[config.mk]
export PLATFORM = sky130hd
export DESIGN_NAME = xlat_walk
export DESIGN_NICKNAME = d
export VERILOG_FILES = /design/src/rtl/xlat_walk.sv
export SDC_FILE = /design/constraint.sdc
export NUM_CORES = 1
export LEC_CHECK = 0
export BUFFER_PORTS_ARGS = -buffer_cell sky130_fd_sc_hd__buf_2
export CAP_MARGIN = 20
export CORE_UTILIZATION = 45
export DETAILED_ROUTE_END_ITERATION = 12
export GPL_TIMING_DRIVEN = 0
export PLACE_DENSITY = 0.78
export SKIP_CTS_REPAIR_TIMING = 1
export SYNTH_ARGS = -nofsm -noshare
export SYNTH_HDL_FRONTEND = slang
export SYNTH_SLANG_ARGS = --single-unit
[constraint.sdc]
create_clock -name clk -period 3.55 [get_ports clk]
set_input_delay 0.5325 -clock clk [delete_from_list [all_inputs] [get_ports clk]]
set_output_delay 0.5325 -clock clk [all_outputs]
set_load 0.02 [all_outputs]
[src/rtl/xlat_walk.sv]
module xlat_walk (
  input  logic        clk,
  input  logic        rst,
  input  logic        start,
  input  logic [31:0] va,
  input  logic [31:0] tbl_base0,
  input  logic [31:0] tbl_base1,
  input  logic [2:0]  split_n,
  output logic        rd_req,
  output logic [31:0] rd_addr,
  input  logic        rd_valid,
  input  logic [31:0] rd_data,
  output logic        done,
  output logic        fault,
  output logic [31:0] pa
);
  typedef enum logic [1:0] {S_IDLE, S_L1, S_L2} st_t;

  st_t         st;
  logic [31:0] va_q;
  logic [63:0] split_wide;
  logic [31:0] split_mask;
  logic        use_hi;
  logic [31:0] base_sel;
  logic [31:0] l1_addr;

  assign split_wide = 64'd7 << (6'd32 - {3'd0, split_n});
  assign split_mask = split_wide[31:0];
  assign use_hi     = (split_n != 3'd0) && (va > split_mask);
  assign base_sel   = use_hi ? tbl_base1 : tbl_base0;
  assign l1_addr    = {base_sel[31:14], va[31:20], 2'b00};
  assign rd_req     = (st != S_IDLE);

  always_ff @(posedge clk) begin
    if (rst) begin
      st      <= S_IDLE;
      va_q    <= '0;
      rd_addr <= '0;
      done    <= 1'b0;
      fault   <= 1'b0;
      pa      <= '0;
    end else begin
      done  <= 1'b0;
      fault <= 1'b0;
      case (st)
        S_IDLE: if (start) begin
          va_q    <= va;
          rd_addr <= l1_addr;
          st      <= S_L1;
        end
        S_L1: if (rd_valid) begin
          case (rd_data[1:0])
            2'd0: begin
              fault <= 1'b1; done <= 1'b1; pa <= '0; st <= S_IDLE;
            end
            2'd2: begin
              pa <= {rd_data[31:20], va_q[19:0]}; done <= 1'b1; st <= S_IDLE;
            end
            2'd1: begin
              rd_addr <= {rd_data[31:10], va_q[19:12], 2'b00}; st <= S_L2;
            end
            default: begin
              rd_addr <= {rd_data[31:12], va_q[19:10], 2'b00}; st <= S_L2;
            end
          endcase
        end
        S_L2: if (rd_valid) begin
          done <= 1'b1;
          st   <= S_IDLE;
          case (rd_data[1:0])
            2'd0:    begin fault <= 1'b1; pa <= '0; end
            2'd1:    pa <= {rd_data[31:16], va_q[15:0]};
            2'd2:    pa <= {rd_data[31:12], va_q[11:0]};
            default: pa <= {rd_data[31:10], va_q[9:0]};
          endcase
        end
        default: st <= S_IDLE;
      endcase
    end
  end

  p_reset_clear_r1: assert property (@(posedge clk)
    rst |=> (!done && !fault && !rd_req));

  p_zero_code_faults_r6: assert property (@(posedge clk) disable iff (rst)
    (rd_req && rd_valid && rd_data[1:0] == 2'd0) |=> (done && fault));

  p_req_hold_r7: assert property (@(posedge clk) disable iff (rst)
    (rd_req && !rd_valid) |=> (rd_req && $stable(rd_addr)));

  p_done_single_r8: assert property (@(posedge clk) disable iff (rst)
    done |=> !done);

  p_fault_qual_r8: assert property (@(posedge clk) disable iff (rst)
    fault |-> done);

  p_idle_at_done_r9: assert property (@(posedge clk) disable iff (rst)
    done |-> !rd_req);

  p_start_busy_r9: assert property (@(posedge clk) disable iff (rst)
    (rd_req && !rd_valid && start) |=> $stable(rd_addr));
endmodule

==> impl_metrics.yaml, run 1 <==
layout:
  diodes: 0
  nNetsFinal: 870
  fin_util_pct: 60.07
  fin_cells: 844
  drive_gt1_share_pct: 27.55
  area_delta_synth_final_pct: 28.67
global_route:
  gr-total-overflow: 0
  grt_pass1_vias: 4231
  antenna_found_initial: 0
  grt_pass1_wl_microns: 20180
  grt.total_usage_pct: 25.76
  grt_max_degree: 18
yosys:
  syn_area_sq_mm: 0.004334
  synth_area_per_cell_sq_um: 8.193
  synth_flop_cell: "dfxtp_1"
  synth-edff-count: 0
  yosysWarnings: 0
  yosys.cell_types.count: 44
  synth-seq-cells: 86
  ys_seq_area_share_pct: 39.72
  synth-async-reset-ratio_pct: 0
  synthCells: 529
floorplanning:
  die_area_sq_mm: 0.01003
  fp.dieH_microns: 100.1
  initial_utilization_pct: 46.68
  ios: 202
  rows: 35
  core_area_sq_mm: 0.009284
  die_w_microns: 100.1
drt:
  via_per_inst: 5.372
  firstDrtPassIters: 4
  ant_nets: 0
  wl_microns: 13020
  wl_per_cell_microns: 15.43
  num_vias: 4534
  drt_iter0_markers: 180
  route.detailed.drc: 0
place:
  place_hpwl_microns: 10410
  pre_cts_ws_ps: -276.2
  numPortBuffers: 162
  gp_congestion: 0.8741
  dp.cells: 823
clock_tree:
  root_buffer: "clkbuf_8"
  cts.sink_count: 86
  numCtsBuffers: 9
  clock_path_buffers: 2
  htree_num_levels: 3
  clock_latency_ps: 360
  cts_tree: "yes"
  clkTransAtPathRegs_ps: 90
sta:
  setup_tns_ps: 0
  drv_slew: 0
  finClkSkew_ps: 7.188
  setup_viol: 0
  min_period_over_period_pct: 95.27
  max-slew-margin-rel_pct: 49.29
  rsz0062_at_grt: "false"
  fin_ws_ps: 168.0
  worst_pin_slew_ps: 755.6
  fin_hold_ws_ps: 417.4
  hold_viol: 0
  post-route-min-period_ps: 3382
  max_freq_mhz: 295.7
setup_path:
  endpoint_kind: "flop"
  crit_fanout: 10
  cp-start-kind: "primary input"
  path_class: "primary input to flop"
  r2r_slack_ps: 1140
  worstPathArrival_ps: 3610
  r2r_end: "pa[24]$_SDFFE_PP0P_"
  reg2reg_depth: 8
  cp_data_required_time_ps: 3780
  timing.rr.start: "st[1]$_SDFFE_PP0P_"
job:
  drv_cap: 0
hold_path:
  min_path_type: "primary input to flop"
  whs_path_depth: 3
  hold_start: "va[0]"
  hold_end: "va_q[0]$_SDFFE_PP0P_"
pwr:
  power.density_mw_per_mm2: 437.5
  peakVddDrop_mv: 0.2272
  power.leakage_nw: 2.536
outcome:
  outcome: "complete, no violations"
## routing by layer
| layer | GRT usage (%) | part of all wire, % | up-vias |
|---|---|---|---|
| met3 | 5.153 | 5.8 | 15 |
| met2 | 45.05 | 49 | 140 |
| met4 | 7.804 | 1.7 | 0 |
| met5 | 0 | 0 | - |
| li1 | - | - | 2246 |
| met1 | 31.90 | 43 | 2133 |
## through the flow
| stage | total power, mW | instance area [sq um] |
|---|---|---|
| 3_5_place_dp | 1.702 | 5318 |
| 5_1_grt | 2.564 | 5577 |
| 4_1_cts | 2.435 | 5530 |
| 6_report | 2.440 | 5577 |
| 3_3_place_gp | 1.683 | 5318 |
| 2_1_floorplan | 1.483 | 4345 |
## power breakdown
part / switching, mW / leakage (nW) / internal, mW / total (mW)
Combinational: 0.375 / 1.73 / 0.247 / 0.622
Sequential: 0.0420 / 0.702 / 1.04 / 1.08
Clock: 0.396 / 0.106 / 0.344 / 0.740
## Yosys cell counts, types with 2 or more instances
master	number	area, sq um
a211oi_1	7	52.55
a21o_1	2	15.01
a21oi_1	77	385.4
a221oi_1	6	52.55
a32oi_1	4	35.03
and2_1	3	18.77
and3_1	20	125.1
and4_1	2	17.52
buf_1	9	33.78
buf_2	3	15.01
buf_4	2	15.01
clkbuf_1	26	97.59
conb_1	2	7.510
dfxtp_1	86	1722
ha_1	25	312.8
inv_1	8	30.03
mux2i_1	30	300.3
nand2_1	97	364.1
nand2b_1	2	12.51
nand3_1	25	125.1
nand3b_1	3	22.52
nand4_1	4	25.02
nor2_1	19	71.32
nor2b_1	6	37.54
nor3_1	8	40.04
nor4_1	4	25.02
o211ai_1	10	75.07
o21a_1	2	15.01
o21ai_0	3	15.01
o21ai_1	2	10.01
o22ai_1	19	118.9
## how the worst max path moves through the flow
stage	start	end	slack [ps]	cells past startpoint
2_1_floorplan	split_n[1]	rd_addr[21]$_SDFFE_PP0P_	240	15
5_1_grt	split_n[1]	rd_addr[29]$_SDFFE_PP0P_	10	16
4_1_cts	split_n[1]	rd_addr[30]$_SDFFE_PP0P_	120	16
3_3_place_gp	split_n[1]	rd_addr[21]$_SDFFE_PP0P_	-200	16
6_report	split_n[1]	rd_addr[30]$_SDFFE_PP0P_	170	16
3_5_place_dp	split_n[1]	rd_addr[30]$_SDFFE_PP0P_	-280	16
## cell type report
type	instances	area (sq um)
Buffer	42	192.7
Clock inverter	7	88.84
Fill cell	866	3707
Tap cell	129	161.4
Inverter	8	30.03
Sequential cell	86	1722
Multi-Input combinational cell	396	2410
Timing Repair Buffer	167	848.3
Clock buffer	9	123.9
## critical path: stages
cell,delay (ps)
buf_2,110
inv_1,120
ha_1,190
inv_1,60
ha_2,390
mux2_2,370
nand2_1,70
ha_1,240
and4_1,210
and3_2,240
a41o_1,190
a41oi_2,250
buf_6,170
buf_12,140
mux2i_1,230
o22ai_1,90
## state kept, by name, indices dropped and copies added (netlist names)
name,cells
st,2
va_q,20
fault,1
rd_addr,30
pa,32
done,1
## logic make-up after synthesis
kind of cell	after synthesis	synth area share, %
simple gates	197	21.25
compound gates	138	19.31
mux	31	7.188
fa+ha+maj	25	7.217
other cells	2	0.1733
buf+inv	50	5.138
flops	86	39.72
## layout by cell type (no fill, tap or decap), types with 6 or more instances in the layout
| master | Yosys | layout |
|---|---|---|
| a211oi_1 | 7 | 7 |
| a21oi_1 | 77 | 77 |
| a221oi_1 | 6 | 6 |
| and3_1 | 20 | 20 |
| buf_1 | 9 | 9 |
| buf_2 | 3 | 165 |
| buf_4 | 2 | 7 |
| clkbuf_1 | 26 | 26 |
| clkbuf_8 | 0 | 9 |
| dfxtp_1 | 86 | 86 |
| ha_1 | 25 | 24 |
| inv_1 | 8 | 8 |
| mux2i_1 | 30 | 30 |
| nand2_1 | 97 | 97 |
| nand3_1 | 25 | 25 |
| nor2_1 | 19 | 19 |
| nor2b_1 | 6 | 6 |
| nor3_1 | 8 | 8 |
| o211ai_1 | 10 | 10 |
| o22ai_1 | 19 | 19 |
(Power assumes the default switching activity.)
==> inputs of run 2 (changes only) <==
- CORE_UTILIZATION: 45 -> 47
- PLACE_DENSITY: 0.78 -> 0.81
==> impl_metrics.yaml, run 2 (synthesis gave the netlist of run 1 again) <==
global_route:
  grt_pass1_wl_microns: 20360
  grt_pass1_vias: 4381
  gr-total-overflow: 0
  grt_max_degree: 19
  antenna_found_initial: 0
  grt.total_usage_pct: 26.48
sta:
  min_period_over_period_pct: 93.45
  drv_slew: 0
  post-route-min-period_ps: 3317
  max-slew-margin-rel_pct: 42.56
  hold_viol: 0
  finClkSkew_ps: 14.68
  rsz0062_at_grt: "false"
  setup_viol: 0
  max_freq_mhz: 301.4
  worst_pin_slew_ps: 855.8
layout:
  area_delta_synth_final_pct: 27.68
  final_common_cell: "buf_2"
  drive_gt1_share_pct: 27.29
  largestRegisters: "pa (32), rd_addr (30), va_q (20)"
  largest_reg_flops: 32
  largest-register: "pa"
  layout_common_cells: "buf_2, nand2_1, dfxtp_1"
  diodes: 0
  fin_cells: 819
  n_fill_cell: 784
  nNetsFinal: 866
  seq_area_sq_mm: 0.001722
  multi_input_area_sq_mm: 0.002424
drt:
  ant_nets: 0
  wl_per_cell_microns: 15.90
  route.detailed.drc: 16
  num_vias: 4576
  firstDrtPassIters: 9
  via_per_inst: 5.587
  drt_iter0_markers: 294
  wl_microns: 13030
hold_path:
  min_path_type: "primary input to flop"
clock_tree:
  root_buffer: "clkbuf_8"
  cts.sink_count: 86
  cts_tree: "yes"
  htree_num_levels: 3
  clkTransAtPathRegs_ps: 100
  numCtsBuffers: 9
  clock_latency_ps: 370
  clock_path_buffers: 2
pwr:
  clockPowerShare_pct: 28.6
  switching_share_pct: 34.53
  p_sw_mw: 0.8231
  peakVddDrop_mv: 0.1914
  power_mw: 2.384
  power.leakage_nw: 2.520
  p_seq_share_pct: 45.3
  power.density_mw_per_mm2: 430.7
  comb_power_share_pct: 26.1
  internal-power_mw: 1.560
setup_path:
  worstPathArrival_ps: 3560
  crit_chain: "buf_2, inv_1, ha_1, inv_1, ha_4, mux2_2, nand2_1, ha_1, and4_1, and3_2, a41o_1, a41oi_2, buf_6, buf_12, mux2i_1, o22ai_1"
  cp_slowest_stage_delay_ps: 350
  path_class: "primary input to flop"
  endpoint_kind: "flop"
  slowest_stage: "mux2_2"
  cp_data_required_time_ps: 3790
  cp-start-kind: "primary input"
  crit_fanout: 10
floorplanning:
  die_w_microns: 98.03
  ios: 202
  initial_utilization_pct: 49.22
  rows: 34
  fp.dieH_microns: 98.03
  die_area_sq_mm: 0.009610
  core_area_sq_mm: 0.008806
outcome:
  outcome: "finished, violations left"
  violations: "design-rule violations"
place:
  place_hpwl_microns: 10260
  numPortBuffers: 162
  gp_congestion: 0.9526
  dp.cells: 802
job:
  drv_cap: 0
==> run 2: final cells by class <==
type / instances / share of cell area [%]
Buffer: 42 / 3.482
Clock buffer: 9 / 2.238
Clock inverter: 7 / 1.379
Inverter: 8 / 0.5426
Multi-Input combinational cell: 396 / 43.79
Sequential cell: 86 / 31.11
Tap cell: 108 / 2.442
Timing Repair Buffer: 163 / 15.01
==> run 2: power groups by stage <==
stage | Sequential (mW) | Combinational, mW | Clock, mW
6_report | 1.08 | 0.622 | 0.681
5_1_grt | 1.09 | 0.677 | 0.731
4_1_cts | 1.08 | 0.603 | 0.686
3_5_place_dp | 1.10 | 0.601 | 0
3_3_place_gp | 1.10 | 0.581 | 0
2_1_floorplan | 1.16 | 0.322 | 0
==> run 2: worst max-delay path, delay by kind of cell <==
kind	cells	cell delay (ps)
adders and majority gates	3	750
buffers and inverters	5	600
muxes	2	570
AOI/OAI and AO/OA	3	550
and+or+nand+nor	3	540
==> run 2: stage by stage <==
stage / TNS (ps) / area, sq um / hold slack (ps) / util [%] / setup WS (ps)
after CTS: 0 / 5492 / 398.4 / 62.36 / 53.44
after global routing: 0 / 5534 / 393.8 / 62.84 / 53.34
after detailed placement: -3955 / 5291 / 441.3 / 60.09 / -337.3
after global placement: -1582 / 5291 / 438.5 / 60.09 / -166.6
final: 0 / 5534 / 405.3 / 62.84 / 232.7
after floorplan: 0 / 4345 / 436.6 / - / 240.4
==> run 2: path summary, 6_finish.rpt <==
check	start	to	slack, ps	cells after the start
setup / recovery	split_n[1]	rd_addr[24]$_SDFFE_PP0P_	230	16
hold / removal	va[4]	va_q[4]$_SDFFE_PP0P_	410	3
setup reg to reg	st[1]$_SDFFE_PP0P_	pa[22]$_SDFFE_PP0P_	1110	8
hold reg to reg	pa[8]$_SDFFE_PP0P_	pa[8]$_SDFFE_PP0P_	450	2
==> run 2: routing by layer <==
metal | routed length, microns | share of wire [%] | track usage, %
met1 | 5439 | 42 | 32.23
met3 | 885 | 6.8 | 3.651
met4 | 504 | 3.9 | 13.75
met5 | 0 | 0 | 0
met2 | 6197 | 48 | 45.50
==> inputs of run 3 (changes only) <==
- CORE_ASPECT_RATIO: default -> 0.9
- RECOVER_POWER: default -> 50
==> impl_metrics.yaml, run 3 (synthesis gave the netlist of run 1 again) <==
layout:
  fin_cells: 830
  area_delta_synth_final_pct: 26.07
  nNetsFinal: 866
  layout_common_cells: "buf_2, nand2_1, clkbuf_1"
  largest_reg_flops: 32
  final_common_cell: "buf_2"
  largestRegisters: "pa (32), rd_addr (30), va_q (20)"
  drive_gt1_share_pct: 18.28
  diodes: 0
  largest-register: "pa"
  design_area_sq_mm: 0.005464
setup_path:
  cp-start-kind: "primary input"
  path_class: "primary input to flop"
  cp_data_required_time_ps: 3780
  r2r_slack_ps: 1160
  reg2reg_depth: 8
  timing.rr.start: "st[1]$_SDFFE_PP0P_"
  r2r_end: "pa[9]$_SDFFE_PP0P_"
  worstPathArrival_ps: 3620
  endpoint_kind: "flop"
  crit_fanout: 10
outcome:
  outcome: "complete, no violations"
clock_tree:
  root_buffer: "clkbuf_8"
  cts.sink_count: 86
  cts_tree: "yes"
  clock_path_buffers: 2
  clock_latency_ps: 370
  clkTransAtPathRegs_ps: 100
  numCtsBuffers: 9
  htree_num_levels: 3
drt:
  route.detailed.drc: 0
  drt_iter0_markers: 151
  wl_per_cell_microns: 16.18
  wl_microns: 13430
  num_vias: 4626
  via_per_inst: 5.573
  ant_nets: 0
  firstDrtPassIters: 5
pwr:
  comb_power_share_pct: 25.6
  internal-power_mw: 1.543
  p_sw_mw: 0.8348
  clockPowerShare_pct: 28.7
  power_mw: 2.378
  peakVddDrop_mv: 0.1997
  power.leakage_nw: 2.247
  switching_share_pct: 35.11
  power.density_mw_per_mm2: 435.2
  p_seq_share_pct: 45.6
floorplanning:
  die_w_microns: 103.2
  ios: 202
  fp.dieH_microns: 93.10
  rows: 32
  initial_utilization_pct: 49.43
  core_area_sq_mm: 0.008768
  die_area_sq_mm: 0.009610
sta:
  worst_pin_slew_ps: 757.2
  hold_viol: 0
  fin_hold_ws_ps: 411.3
  post-route-min-period_ps: 3392
  max_freq_mhz: 294.8
  max-slew-margin-rel_pct: 49.18
  setup_viol: 0
  rsz0062_at_grt: "false"
  min_period_over_period_pct: 95.55
  finClkSkew_ps: 11.12
  drv_slew: 0
place:
  numPortBuffers: 162
  dpl_cell_area_sq_mm: 0.005305
  place_hpwl_microns: 10680
  dp.cells: 813
  gp_congestion: 0.8702
global_route:
  gr-total-overflow: 0
  grt_pass1_vias: 4261
  grt_pass1_wl_microns: 20270
  antenna_found_initial: 0
  grt_max_degree: 19
  grt.total_usage_pct: 27.46
hold_path:
  hold_end: "va_q[3]$_SDFFE_PP0P_"
  hold_start: "va[3]"
  min_path_type: "primary input to flop"
  whs_path_depth: 3
job:
  drv_cap: 0
==> run 3: cell count changes in the layout (fill, tap and decap cells not counted) <==
cell        delta
inv_6          +2
clkinvlp_4     +1
clkbuf_1      +64
and2_1         -1
clkinv_4       -2
buf_2         -64
inv_8          -1
and2_0         +1
==> run 3: worst max path at each step <==
stage,cells past startpoint,to,start,slack [ps]
6_report,16,rd_addr[23]$_SDFFE_PP0P_,split_n[1],160
5_1_grt,16,rd_addr[24]$_SDFFE_PP0P_,split_n[1],60
4_1_cts,16,rd_addr[23]$_SDFFE_PP0P_,split_n[1],70
3_5_place_dp,16,rd_addr[23]$_SDFFE_PP0P_,split_n[1],-300
3_3_place_gp,16,rd_addr[24]$_SDFFE_PP0P_,split_n[1],-220
2_1_floorplan,15,rd_addr[21]$_SDFFE_PP0P_,split_n[1],240
==> run 3: final cells by class <==
class                           instances  area, sq um
Fill cell                             841         3304
Clock buffer                            9        123.9
Inverter                                8        30.03
Clock inverter                          7        72.57
Timing Repair Buffer                  163        750.7
Buffer                                 42        192.7
Sequential cell                        86         1722
Tap cell                              119        148.9
Multi-Input combinational cell        396         2424
==> run 3: power by group through the flow <==
stage | Sequential [mW] | Clock [mW] | Combinational [mW]
6_report | 1.09 | 0.683 | 0.610
5_1_grt | 1.09 | 0.727 | 0.668
2_1_floorplan | 1.16 | 0 | 0.322
3_5_place_dp | 1.10 | 0 | 0.603
3_3_place_gp | 1.10 | 0 | 0.583
4_1_cts | 1.08 | 0.685 | 0.605
==> run 3: worst max-delay path, stage by stage <==
cell     delay [ps]
buf_2           110
inv_1           110
ha_1            200
inv_1            90
ha_4            310
mux2_2          360
nand2_1          80
ha_1            250
and4_1          200
and3_2          240
a41o_1          190
a41oi_2         250
buf_6           170
buf_12          140
mux2i_1         260
o22ai_1         120
==> run 3: routing by layer <==
metal | vias to the layer above | GRT usage, % | routed length, microns
met2 | 188 | 48.61 | 6533
met5 | - | 0 | 0
met1 | 2167 | 34.25 | 5797
met3 | 24 | 3.363 | 842
li1 | 2247 | - | -
met4 | 0 | 9.038 | 255
==> run 3: per-stage QoR <==
step	setup TNS (ps)	utilization (%)	setup WS, ps
after floorplan	0	-	240.4
after global placement	-1539	60.50	-222.4
after detailed placement	-3193	60.50	-300.4
after CTS	0	62.74	74.38
after global routing	0	62.31	59.04
final	0	62.31	158.1
